$ cat config.mk
export PLATFORM = sky130hd
export DESIGN_NAME = bcd_calendar
export DESIGN_NICKNAME = d
export VERILOG_FILES = /design/src/rtl/cal_pkg.sv /design/src/rtl/cal_prescaler.sv /design/src/rtl/cal_month_len.sv /design/src/rtl/cal_field.sv /design/src/rtl/bcd_calendar.sv
export SDC_FILE = /design/constraint.sdc
export NUM_CORES = 1
export LEC_CHECK = 0
export ABC_CLOCK_PERIOD_IN_PS = 3130
export BUFFER_PORTS_ARGS = -buffer_cell sky130_fd_sc_hd__clkbuf_2
export CAP_MARGIN = 20
export CORE_UTILIZATION = 40
export CTS_CLUSTER_SIZE = 10
export DETAILED_ROUTE_END_ITERATION = 8
export SKIP_CTS_REPAIR_TIMING = 1
export SLEW_MARGIN = 20
export SYNTH_ARGS = -nofsm -noshare
export SYNTH_HDL_FRONTEND = slang
export SYNTH_SLANG_ARGS = --single-unit
$ cat constraint.sdc
create_clock -name clk -period 3.13 [get_ports clk]
set_input_delay 0.4695 -clock clk [delete_from_list [all_inputs] [get_ports clk]]
set_output_delay 0.4695 -clock clk [all_outputs]
set_load 0.02 [all_outputs]
$ cat src/rtl/cal_pkg.sv
package cal_pkg;

  // Increment a packed BCD byte; the caller handles the upper limit.
  function automatic logic [7:0] bcd_inc(input logic [7:0] v);
    logic [7:0] r;
    if (v[3:0] >= 4'd9) r = {v[7:4] + 4'd1, 4'd0};
    else                r = {v[7:4], v[3:0] + 4'd1};
    return r;
  endfunction

  // 10 = 2 (mod 4), so tens*2 + ones decides divisibility by four.
  function automatic logic bcd_leap(input logic [7:0] yr);
    logic [4:0] m;
    m = {yr[7:4], 1'b0} + {1'b0, yr[3:0]};
    return (m[1:0] == 2'b00);
  endfunction

endpackage

$ cat src/rtl/cal_prescaler.sv
module cal_prescaler #(
  parameter int DIV = 32768
) (
  input  logic clk,
  input  logic rst_n,
  input  logic ref_en,
  input  logic trim_skip,
  input  logic stop,
  input  logic clr,
  output logic tick
);
  localparam int CW = (DIV > 2) ? $clog2(DIV) : 1;
  localparam logic [CW-1:0] LAST = CW'(DIV - 1);

  logic [CW-1:0] cnt_q, cnt_d;
  logic          accept;

  assign accept = ref_en && !trim_skip && !stop && !clr;
  assign tick   = accept && (cnt_q == LAST);

  always_comb begin
    cnt_d = cnt_q;
    if (clr)         cnt_d = '0;
    else if (tick)   cnt_d = '0;
    else if (accept) cnt_d = cnt_q + CW'(1);
  end

  always_ff @(posedge clk or negedge rst_n) begin
    if (!rst_n) cnt_q <= '0;
    else        cnt_q <= cnt_d;
  end
endmodule

$ cat src/rtl/cal_month_len.sv
module cal_month_len (
  input  logic [7:0] month,
  input  logic [7:0] year,
  output logic [7:0] last_day
);
  import cal_pkg::*;

  always_comb begin
    unique case (month)
      8'h02:                      last_day = bcd_leap(year) ? 8'h29 : 8'h28;
      8'h04, 8'h06, 8'h09, 8'h11: last_day = 8'h30;
      default:                    last_day = 8'h31;
    endcase
  end
endmodule

$ cat src/rtl/cal_field.sv
module cal_field #(
  parameter logic [7:0] FIRST = 8'h00
) (
  input  logic       clk,
  input  logic       rst_n,
  input  logic       step,
  input  logic       ld,
  input  logic [7:0] ld_val,
  input  logic [7:0] last,
  output logic [7:0] val,
  output logic       carry
);
  import cal_pkg::*;

  logic [7:0] val_d;

  // Packed BCD orders like binary, so >= also catches an over-range preset.
  assign carry = step && (val >= last);

  always_comb begin
    val_d = val;
    if (ld)         val_d = ld_val;
    else if (carry) val_d = FIRST;
    else if (step)  val_d = bcd_inc(val);
  end

  always_ff @(posedge clk or negedge rst_n) begin
    if (!rst_n) val <= FIRST;
    else        val <= val_d;
  end
endmodule

$ cat src/rtl/bcd_calendar.sv
module bcd_calendar #(
  parameter int TICK_DIV = 32768
) (
  input  logic       clk,
  input  logic       rst_n,
  input  logic       ref_en,
  input  logic       trim_skip,
  input  logic       stop,
  input  logic       load,
  input  logic [7:0] ld_seconds,
  input  logic [7:0] ld_minutes,
  input  logic [7:0] ld_hours,
  input  logic [7:0] ld_wday,
  input  logic [7:0] ld_mday,
  input  logic [7:0] ld_month,
  input  logic [7:0] ld_year,
  output logic [7:0] seconds,
  output logic [7:0] minutes,
  output logic [7:0] hours,
  output logic [7:0] wday,
  output logic [7:0] mday,
  output logic [7:0] month,
  output logic [7:0] year,
  output logic       sec_tick
);
  localparam int NF = 7;
  // Field order: 0 sec, 1 min, 2 hour, 3 weekday, 4 day, 5 month, 6 year.
  localparam logic [7:0] FIRST_V [NF] = '{8'h00, 8'h00, 8'h00, 8'h01, 8'h01, 8'h01, 8'h00};

  logic       rst_meta, rst_sync_n;
  logic       tick, tick_g, sec_tick_d;
  logic [7:0] last_day;
  logic [7:0] lim   [NF];
  logic [7:0] ldv   [NF];
  logic [7:0] val   [NF];
  logic [NF-1:0] step, carry;
  logic       unused_carry;

  always_ff @(posedge clk or negedge rst_n) begin
    if (!rst_n) begin
      rst_meta   <= 1'b0;
      rst_sync_n <= 1'b0;
    end else begin
      rst_meta   <= 1'b1;
      rst_sync_n <= rst_meta;
    end
  end

  cal_prescaler #(.DIV(TICK_DIV)) u_pre (
    .clk(clk), .rst_n(rst_sync_n), .ref_en(ref_en), .trim_skip(trim_skip),
    .stop(stop), .clr(load), .tick(tick)
  );

  assign tick_g = tick && !load;

  cal_month_len u_mlen (.month(val[5]), .year(val[6]), .last_day(last_day));

  assign lim = '{8'h59, 8'h59, 8'h23, 8'h07, last_day, 8'h12, 8'h99};
  assign ldv = '{ld_seconds, ld_minutes, ld_hours, ld_wday, ld_mday, ld_month, ld_year};

  always_comb begin
    step[0] = tick_g;
    step[1] = carry[0];
    step[2] = carry[1];
    step[3] = carry[2];
    step[4] = carry[2];
    step[5] = carry[4];
    step[6] = carry[5];
  end

  assign unused_carry = carry[3] ^ carry[6];

  generate
    for (genvar i = 0; i < NF; i++) begin : g_field
      cal_field #(.FIRST(FIRST_V[i])) u_f (
        .clk(clk), .rst_n(rst_sync_n), .step(step[i]), .ld(load),
        .ld_val(ldv[i]), .last(lim[i]), .val(val[i]), .carry(carry[i])
      );
    end
  endgenerate

  assign sec_tick_d = tick_g;

  always_ff @(posedge clk or negedge rst_sync_n) begin
    if (!rst_sync_n) sec_tick <= 1'b0;
    else             sec_tick <= sec_tick_d;
  end

  assign seconds = val[0];
  assign minutes = val[1];
  assign hours   = val[2];
  assign wday    = val[3];
  assign mday    = val[4];
  assign month   = val[5];
  assign year    = val[6];
endmodule

==> key figures, run 1 <==
Outcome
  • Status: complete, but fails checks
  • Failing checks: negative setup slack

Power
  • Leak: 2.983 nW
  • Total power: 3.007 mW
  • Clock power frac: 36.2%
  • Switching Share: 33.31%
  • Comb pwr share: 24.8%
  • P_sw: 1.002 mW
  • Sequential share of power: 39.0%
  • Power per cell area: 465.8 nW/µm²
  • P_int: 2.005 mW
  • VDD IR-drop max: 0.2192 mV

Worst setup path
  • WP data required: 3.37 ns
  • Worst setup EP type: register
  • Critical path class: register to register
  • CP max FO: 4
  • Crit path DAT: 3.48 ns
  • Worst setup SP type: register

Clocking
  • CTS Buffer Depth: 2
  • CTS HTree Levels: 3
  • Clock transition at the registers of the reported paths: 0.06 ns
  • CTS tree: yes
  • Clock sink total: 74
  • Root buffer cell: clkbuf_16
  • Total CTS buffers: 9
  • Clock Latency Late Sink: 0.35 ns

STA
  • Setup_tns: -0.3400 ns
  • Hold Slack: 0.3187 ns
  • Worst slew pin tran: 0.8498 ns
  • Tcrit/Tclk final: 103.6%
  • Relative slew slack: 43.35%
  • Max frequency: 308.3 MHz
  • Period minus WS final: 3.244 ns
  • RSZ-0062 raised after global routing: yes
  • Slew Limit Fails: 0
  • Number of hold violations in the final report: 0
  • Skew final: 0.009323 ns
  • Setup-failing EPs final: 6
  • Post-route setup slack: -0.1140 ns

Flow run
  • Maxcap violations: 0

Detailed routing
  • DRT Pass-1 Iters: 5
  • Via/cell ratio: 5.761
  • DR vias: 5,024
  • DR iter-0 viols: 304
  • DRC viols: 0
  • Drt total wl: 14,620 µm
  • Routed len/inst: 16.76 µm
  • Post-route ant nets: 0

Die
  • Die Y: 113.0 µm
  • I/O pin cnt: 119
  • Core ar.: 12,010 µm²
  • Chip width: 113.0 µm
  • Die footprint: 12,760 µm²
  • Initial Utilization: 41.01%
  • Row Count: 40

Synth
  • Async SR Flop Fraction: 100.0%
  • Post-synthesis cell count: 570
  • Seq/Total Area, Yosys: 37.67%
  • Mapped Avg Cell Area: 8.642 µm²
  • Syn nets: 674
  • Post-synth EDFFs: 0
  • Syn Std Cell Area: 4926 µm²
  • Synth cell types: 71
  • Commonest register cell after synthesis: dfrtp_1
  • Synth Warn #: 0
  • Count of state elements after synthesis: 74

Final layout
  • Final #Nets: 824
  • Area delta synth->final: 31.04%
  • ANT cells: 0
  • Fin util: 53.74%
  • Fraction of layout cells with a size suffix above 1: 30.62%

Global routing
  • Vias in the first global route: 4,869
  • GRT Total Usage: 23.69%
  • First-pass GRT wire length: 23,870 µm
  • Initial antenna violation count: 0
  • Grt ovf: 0
  • Largest net degree at the start of global routing: 53

Min path
  • Worst hold path class: primary input to register

Place
  • Pre-CTS setup slack: -0.1109 ns
  • Detailed placement HPWL: 10,580 µm
  • RePlAce Congestion: 0.9154
  • IO Port Bufs: 118
==> final timing paths <==
| kind | start | end | slack, ns | cells after the start |
|---|---|---|---|---|
| setup / recovery | g_field[5].u_f.val[0]$_DFFE_PN1P_ | g_field[6].u_f.val[6]$_DFFE_PN0P_ | -0.11 | 15 |
| hold / removal | ld_minutes[7] | g_field[1].u_f.val[7]$_DFFE_PN0P_ | 0.32 | 3 |
| setup reg to reg | g_field[5].u_f.val[0]$_DFFE_PN1P_ | g_field[6].u_f.val[6]$_DFFE_PN0P_ | -0.11 | 15 |
| hold reg to reg | rst_meta$_DFF_PN0_ | rst_sync_n$_DFF_PN0_ | 0.35 | 0 |
| max in group asynchronous | rst_sync_n$_DFF_PN0_ | g_field[6].u_f.val[3]$_DFFE_PN0P_ | 2.05 | 1 |
| min in group asynchronous | rst_sync_n$_DFF_PN0_ | g_field[2].u_f.val[6]$_DFFE_PN0P_ | 0.38 | 0 |
==> cells in the mapped netlist (5+ instances only) <==
library cell	number	area share [%]
a31oi_1	11	1.4
nor2_1	38	2.9
o21a_1	7	1.1
nor2b_1	9	1.1
and2_1	10	1.3
inv_1	32	2.4
ha_1	42	11
nand2b_1	7	0.89
dfrtp_1	71	36
nand2_1	63	4.8
o21ai_0	45	4.6
nand3_1	26	2.6
nor4_1	11	1.4
a21oi_1	43	4.4
clkbuf_1	15	1.1
o31ai_1	8	1.2
nor3_1	13	1.3
or3_1	5	0.64
nand4_1	10	1.3
a2bb2oi_1	5	0.89
==> registers in the layout, summed over array words and instances, names as in the netlist <==
name             flops
sec_tick             1
g_field.u_f.val     56
rst_sync_n           1
rst_meta             1
u_pre.cnt_q         15
==> power groups by stage <==
stage | Clock (mW) | Combinational [mW] | Sequential (mW)
CTS | 1.10 | 0.685 | 1.17
global route | 1.14 | 0.826 | 1.19
detailed placement | 0 | 0.681 | 1.18
finish | 1.09 | 0.747 | 1.17
floorplan | 0 | 0.323 | 1.26
global placement | 0 | 0.668 | 1.18
==> cell families after synthesis <==
kind of cell,share of synthesized area [%]
buffers and inverters,4.140
xor gates and xnor gates,0.8892
and+or+nand+nor,23.14
muxes,0.8382
DFF,37.67
adders and majority gates,10.67
AOI/OAI and AO/OA,22.58
other,0.07613
==> stage by stage <==
step / instance area, µm² / instances
finish: 6455 / 872
global route: 6455 / 872
CTS: 6175 / 862
detailed placement: 5869 / 846
global placement: 5869 / 846
floorplan: 4926 / 570
==> cells in the final DEF, fill, tap and decap left out, drive strengths merged, types with 5 or more instances in the layout <==
| cell | instances |
|---|---|
| o31ai | 8 |
| a2bb2oi | 5 |
| inv | 32 |
| nor3 | 14 |
| nand4 | 10 |
| a21oi | 44 |
| clkbuf | 128 |
| dfrtp | 71 |
| nor2b | 9 |
| ha | 42 |
| nand3 | 27 |
| nor3b | 5 |
| and2 | 10 |
| or3 | 5 |
| o21ai | 46 |
| o21a | 7 |
| nor4 | 12 |
| nand2 | 63 |
| buf | 41 |
| nor2 | 38 |
| a31oi | 12 |
| nand2b | 7 |
==> final cells by class <==
cell class | instances | area [µm²]
inverter | 33 | 123.9
timing repair buffer | 159 | 927.1
clock buffer | 11 | 252.7
tap | 147 | 183.9
sequential | 74 | 1858
multi-input combinational | 443 | 3057
clock inverter | 5 | 52.55
fill | 1130 | 5557
==> worst max-delay path: stages (launching register included) <==
cell	delay, ns
dfstp_2	0.55
buf_6	0.11
ha_4	0.13
nand3b_1	0.09
a21oi_1	0.15
a31oi_1	0.07
nor3_2	0.23
a21oi_1	0.11
ha_1	0.30
nor4b_2	0.05
o21ai_1	0.17
buf_4	0.17
nor2_4	0.03
or4_4	0.48
a21o_1	0.18
a221o_1	0.31
==> routing by layer <==
layer  GRT usage (%)  vias to the layer above  wire, µm
li1                -                     2402         -
met1           31.30                     2443      6573
met2           38.02                      153      6977
met3           4.071                       26       712
met4           10.96                        0       354
met5               0                        -         0
Note: power is estimated with default switching activity, not from simulation.
==> inputs of run 2 (changes only) <==
- ABC_CLOCK_PERIOD_IN_PS: 3130 -> 3300
- SKIP_CTS_REPAIR_TIMING: 1 -> not set
- clock period: 3.13 -> 3.3 ns (I/O delays scaled with it)
==> run 2 against run 1 <==
  * The flow now finishes without violations
  * Highest routed layer unchanged
  * Global-route usage is 0.51 points lower
  * Worst hold slack improved by 0.010 ns
  * Sequential power shrank 5%
==> key figures, run 2 (synthesized netlist as in run 1, its figures left out) <==
STA
  • Post-route setup slack: 0.1077 ns
  • Period minus WS final: 3.192 ns
  • Setup_tns: 0 ns
  • Relative slew slack: 50.93%
  • Slew Limit Fails: 0
  • Hold Slack: 0.3290 ns
  • Max frequency: 313.3 MHz
  • Number of hold violations in the final report: 0
  • Skew final: 0.009232 ns
  • Tcrit/Tclk final: 96.74%
  • RSZ-0062 raised after global routing: yes
  • Setup-failing EPs final: 0
  • Worst slew pin tran: 0.7361 ns

Worst setup path
  • Worst setup SP type: register
  • Crit-path cells: inv_2 > ha_2 > o211ai_1 > a21oi_1 > a31oi_1 > nor3_2 > a21oi_1 > ha_1 > nor4b_2 > o21ai_2 > buf_4 > o21a_1 > nand2_1 > nor2_1 > a221o_1
  • Crit path DAT: 3.42 ns
  • Worst setup EP type: register
  • WP data required: 3.52 ns
  • Worst path bufs/invs: 2
  • CP max FO: 3
  • Critical path class: register to register
  • Cell mode on critical path: a21oi_1
  • Crit path largest cell delay: 0.55 ns
  • Slowest-stage cell, CP: dfstp_2
  • Largest delay share family, worst path: compound AO/OA/AOI/OAI gates

Min path
  • Worst hold path class: register to async pin

Clocking
  • CTS Buffer Depth: 2
  • Clock sink total: 74
  • Clock transition at the registers of the reported paths: 0.06 ns
  • Clock Latency Late Sink: 0.35 ns
  • Root buffer cell: clkbuf_16
  • CTS tree: yes
  • Setup Buffers After CTS: 0
  • CTS HTree Levels: 3
  • Total CTS buffers: 9

Detailed routing
  • Via/cell ratio: 5.699
  • DR vias: 4,878
  • Drt total wl: 14,240 µm
  • DRT Pass-1 Iters: 7
  • DRC viols: 0
  • Routed len/inst: 16.64 µm
  • Post-route ant nets: 0
  • DR iter-0 viols: 333

Final layout
  • Fraction of layout cells with a size suffix above 1: 25.95%
  • Max FFs per register: 56
  • Largest registers: g_field.u_f.val (56), u_pre.cnt_q (15)
  • Commonest non-fill, non-tap cell in the layout: clkbuf_2
  • Non-Filler Instances: 856
  • Reg with most FFs: g_field.u_f.val
  • ANT cells: 0
  • Area delta synth->final: 25.27%
  • Fin util: 51.38%
  • Final #Nets: 808
  • Design area: 6171 µm²
  • Fill cell count: 1,147
  • Commonest cells after routing, fill and taps aside: 117 x clkbuf_2, 70 x dfrtp_1, 63 x nand2_1

Outcome
  • Status: completed

Place
  • RePlAce Congestion: 0.8759
  • IO Port Bufs: 118
  • Pre-CTS setup slack: -0.06731 ns
  • Placed insts: 839
  • Placement Cell Area: 5817 µm²
  • Detailed placement HPWL: 10,410 µm

Power
  • Total power: 2.816 mW
  • Leak: 2.879 nW
  • VDD IR-drop max: 0.1774 mV
  • Power per cell area: 456.3 nW/µm²

Global routing
  • Largest net degree at the start of global routing: 61
  • GRT Total Usage: 23.19%
  • Initial antenna violation count: 0
  • Vias in the first global route: 4,827
  • Grt ovf: 0
  • First-pass GRT wire length: 23,400 µm

Die
  • Die Y: 113.0 µm
  • I/O pin cnt: 119
  • Chip width: 113.0 µm
  • Core ar.: 12,010 µm²
  • Initial Utilization: 41.01%
  • Die footprint: 12,760 µm²
  • Row Count: 40

Flow run
  • Maxcap violations: 0
## run 2: cell types whose count changed in the layout (fill, tap and decap cells not counted), sizes merged
cell      before  now
buf           41   25
bufinv         1    2
clkinvlp       1    0
## run 2: report_power, final
| group | internal, mW | switching (mW) | total, mW |
|---|---|---|---|
| registers | 0.986 | 0.121 | 1.11 |
| logic | 0.262 | 0.387 | 0.649 |
| clock network | 0.662 | 0.398 | 1.06 |
| total | 1.91 | 0.906 | 2.82 |
## run 2: worst paths after layout
| path | start | end | slack (ns) | cells after the start |
|---|---|---|---|---|
| min | rst_sync_n$_DFF_PN0_ | g_field[4].u_f.val[4]$_DFFE_PN0P_ | 0.33 | 0 |
| max | g_field[5].u_f.val[0]$_DFFE_PN1P_ | g_field[5].u_f.val[3]$_DFFE_PN0P_ | 0.11 | 15 |
| max reg2reg | g_field[5].u_f.val[0]$_DFFE_PN1P_ | g_field[5].u_f.val[3]$_DFFE_PN0P_ | 0.11 | 15 |
| min in group clk | rst_meta$_DFF_PN0_ | rst_sync_n$_DFF_PN0_ | 0.35 | 0 |
| min reg2reg | rst_sync_n$_DFF_PN0_ | g_field[4].u_f.val[4]$_DFFE_PN0P_ | 0.33 | 0 |
| max in group asynchronous | rst_sync_n$_DFF_PN0_ | g_field[5].u_f.val[0]$_DFFE_PN1P_ | 2.23 | 1 |
## run 2: layer usage
metal | up-vias | share of wire [%] | routed length, µm | GRT usage, %
met1 | 2348 | 46 | 6480 | 30.34
li1 | 2354 | - | - | -
met3 | 27 | 5.2 | 746 | 3.267
met2 | 149 | 47 | 6738 | 38.93
met5 | - | 0 | 0 | 0
met4 | 0 | 1.9 | 275 | 9.035
## run 2: final cells by class
cell class	instances	area, µm²	share of cell area [%]
Inverter	33	123.9	2.007
Sequential cell	74	1857	30.09
Tap cell	147	183.9	2.981
Clock buffer	11	232.7	3.771
Clock inverter	5	78.83	1.277
Multi-Input combinational cell	443	2899	46.98
Timing Repair Buffer	143	795.8	12.90
## run 2: worst reg2reg max path, cell delays in order, from the launching register on
cell,delay (ns)
dfstp_2,0.55
inv_2,0.05
ha_2,0.19
o211ai_1,0.17
a21oi_1,0.09
a31oi_1,0.19
nor3_2,0.07
a21oi_1,0.14
ha_1,0.26
nor4b_2,0.33
o21ai_2,0.11
buf_4,0.15
o21a_1,0.23
nand2_1,0.14
nor2_1,0.09
a221o_1,0.32
## run 2: repair_timing
action                                  in CTS  in global routing
cloned                                       0                  0
pin swaps                                    0                  7
endpoints found under the setup margin       5                 21
hold buffers                                 1                  0
endpoints found under the hold margin        2                  0
resized for setup                            2                 10
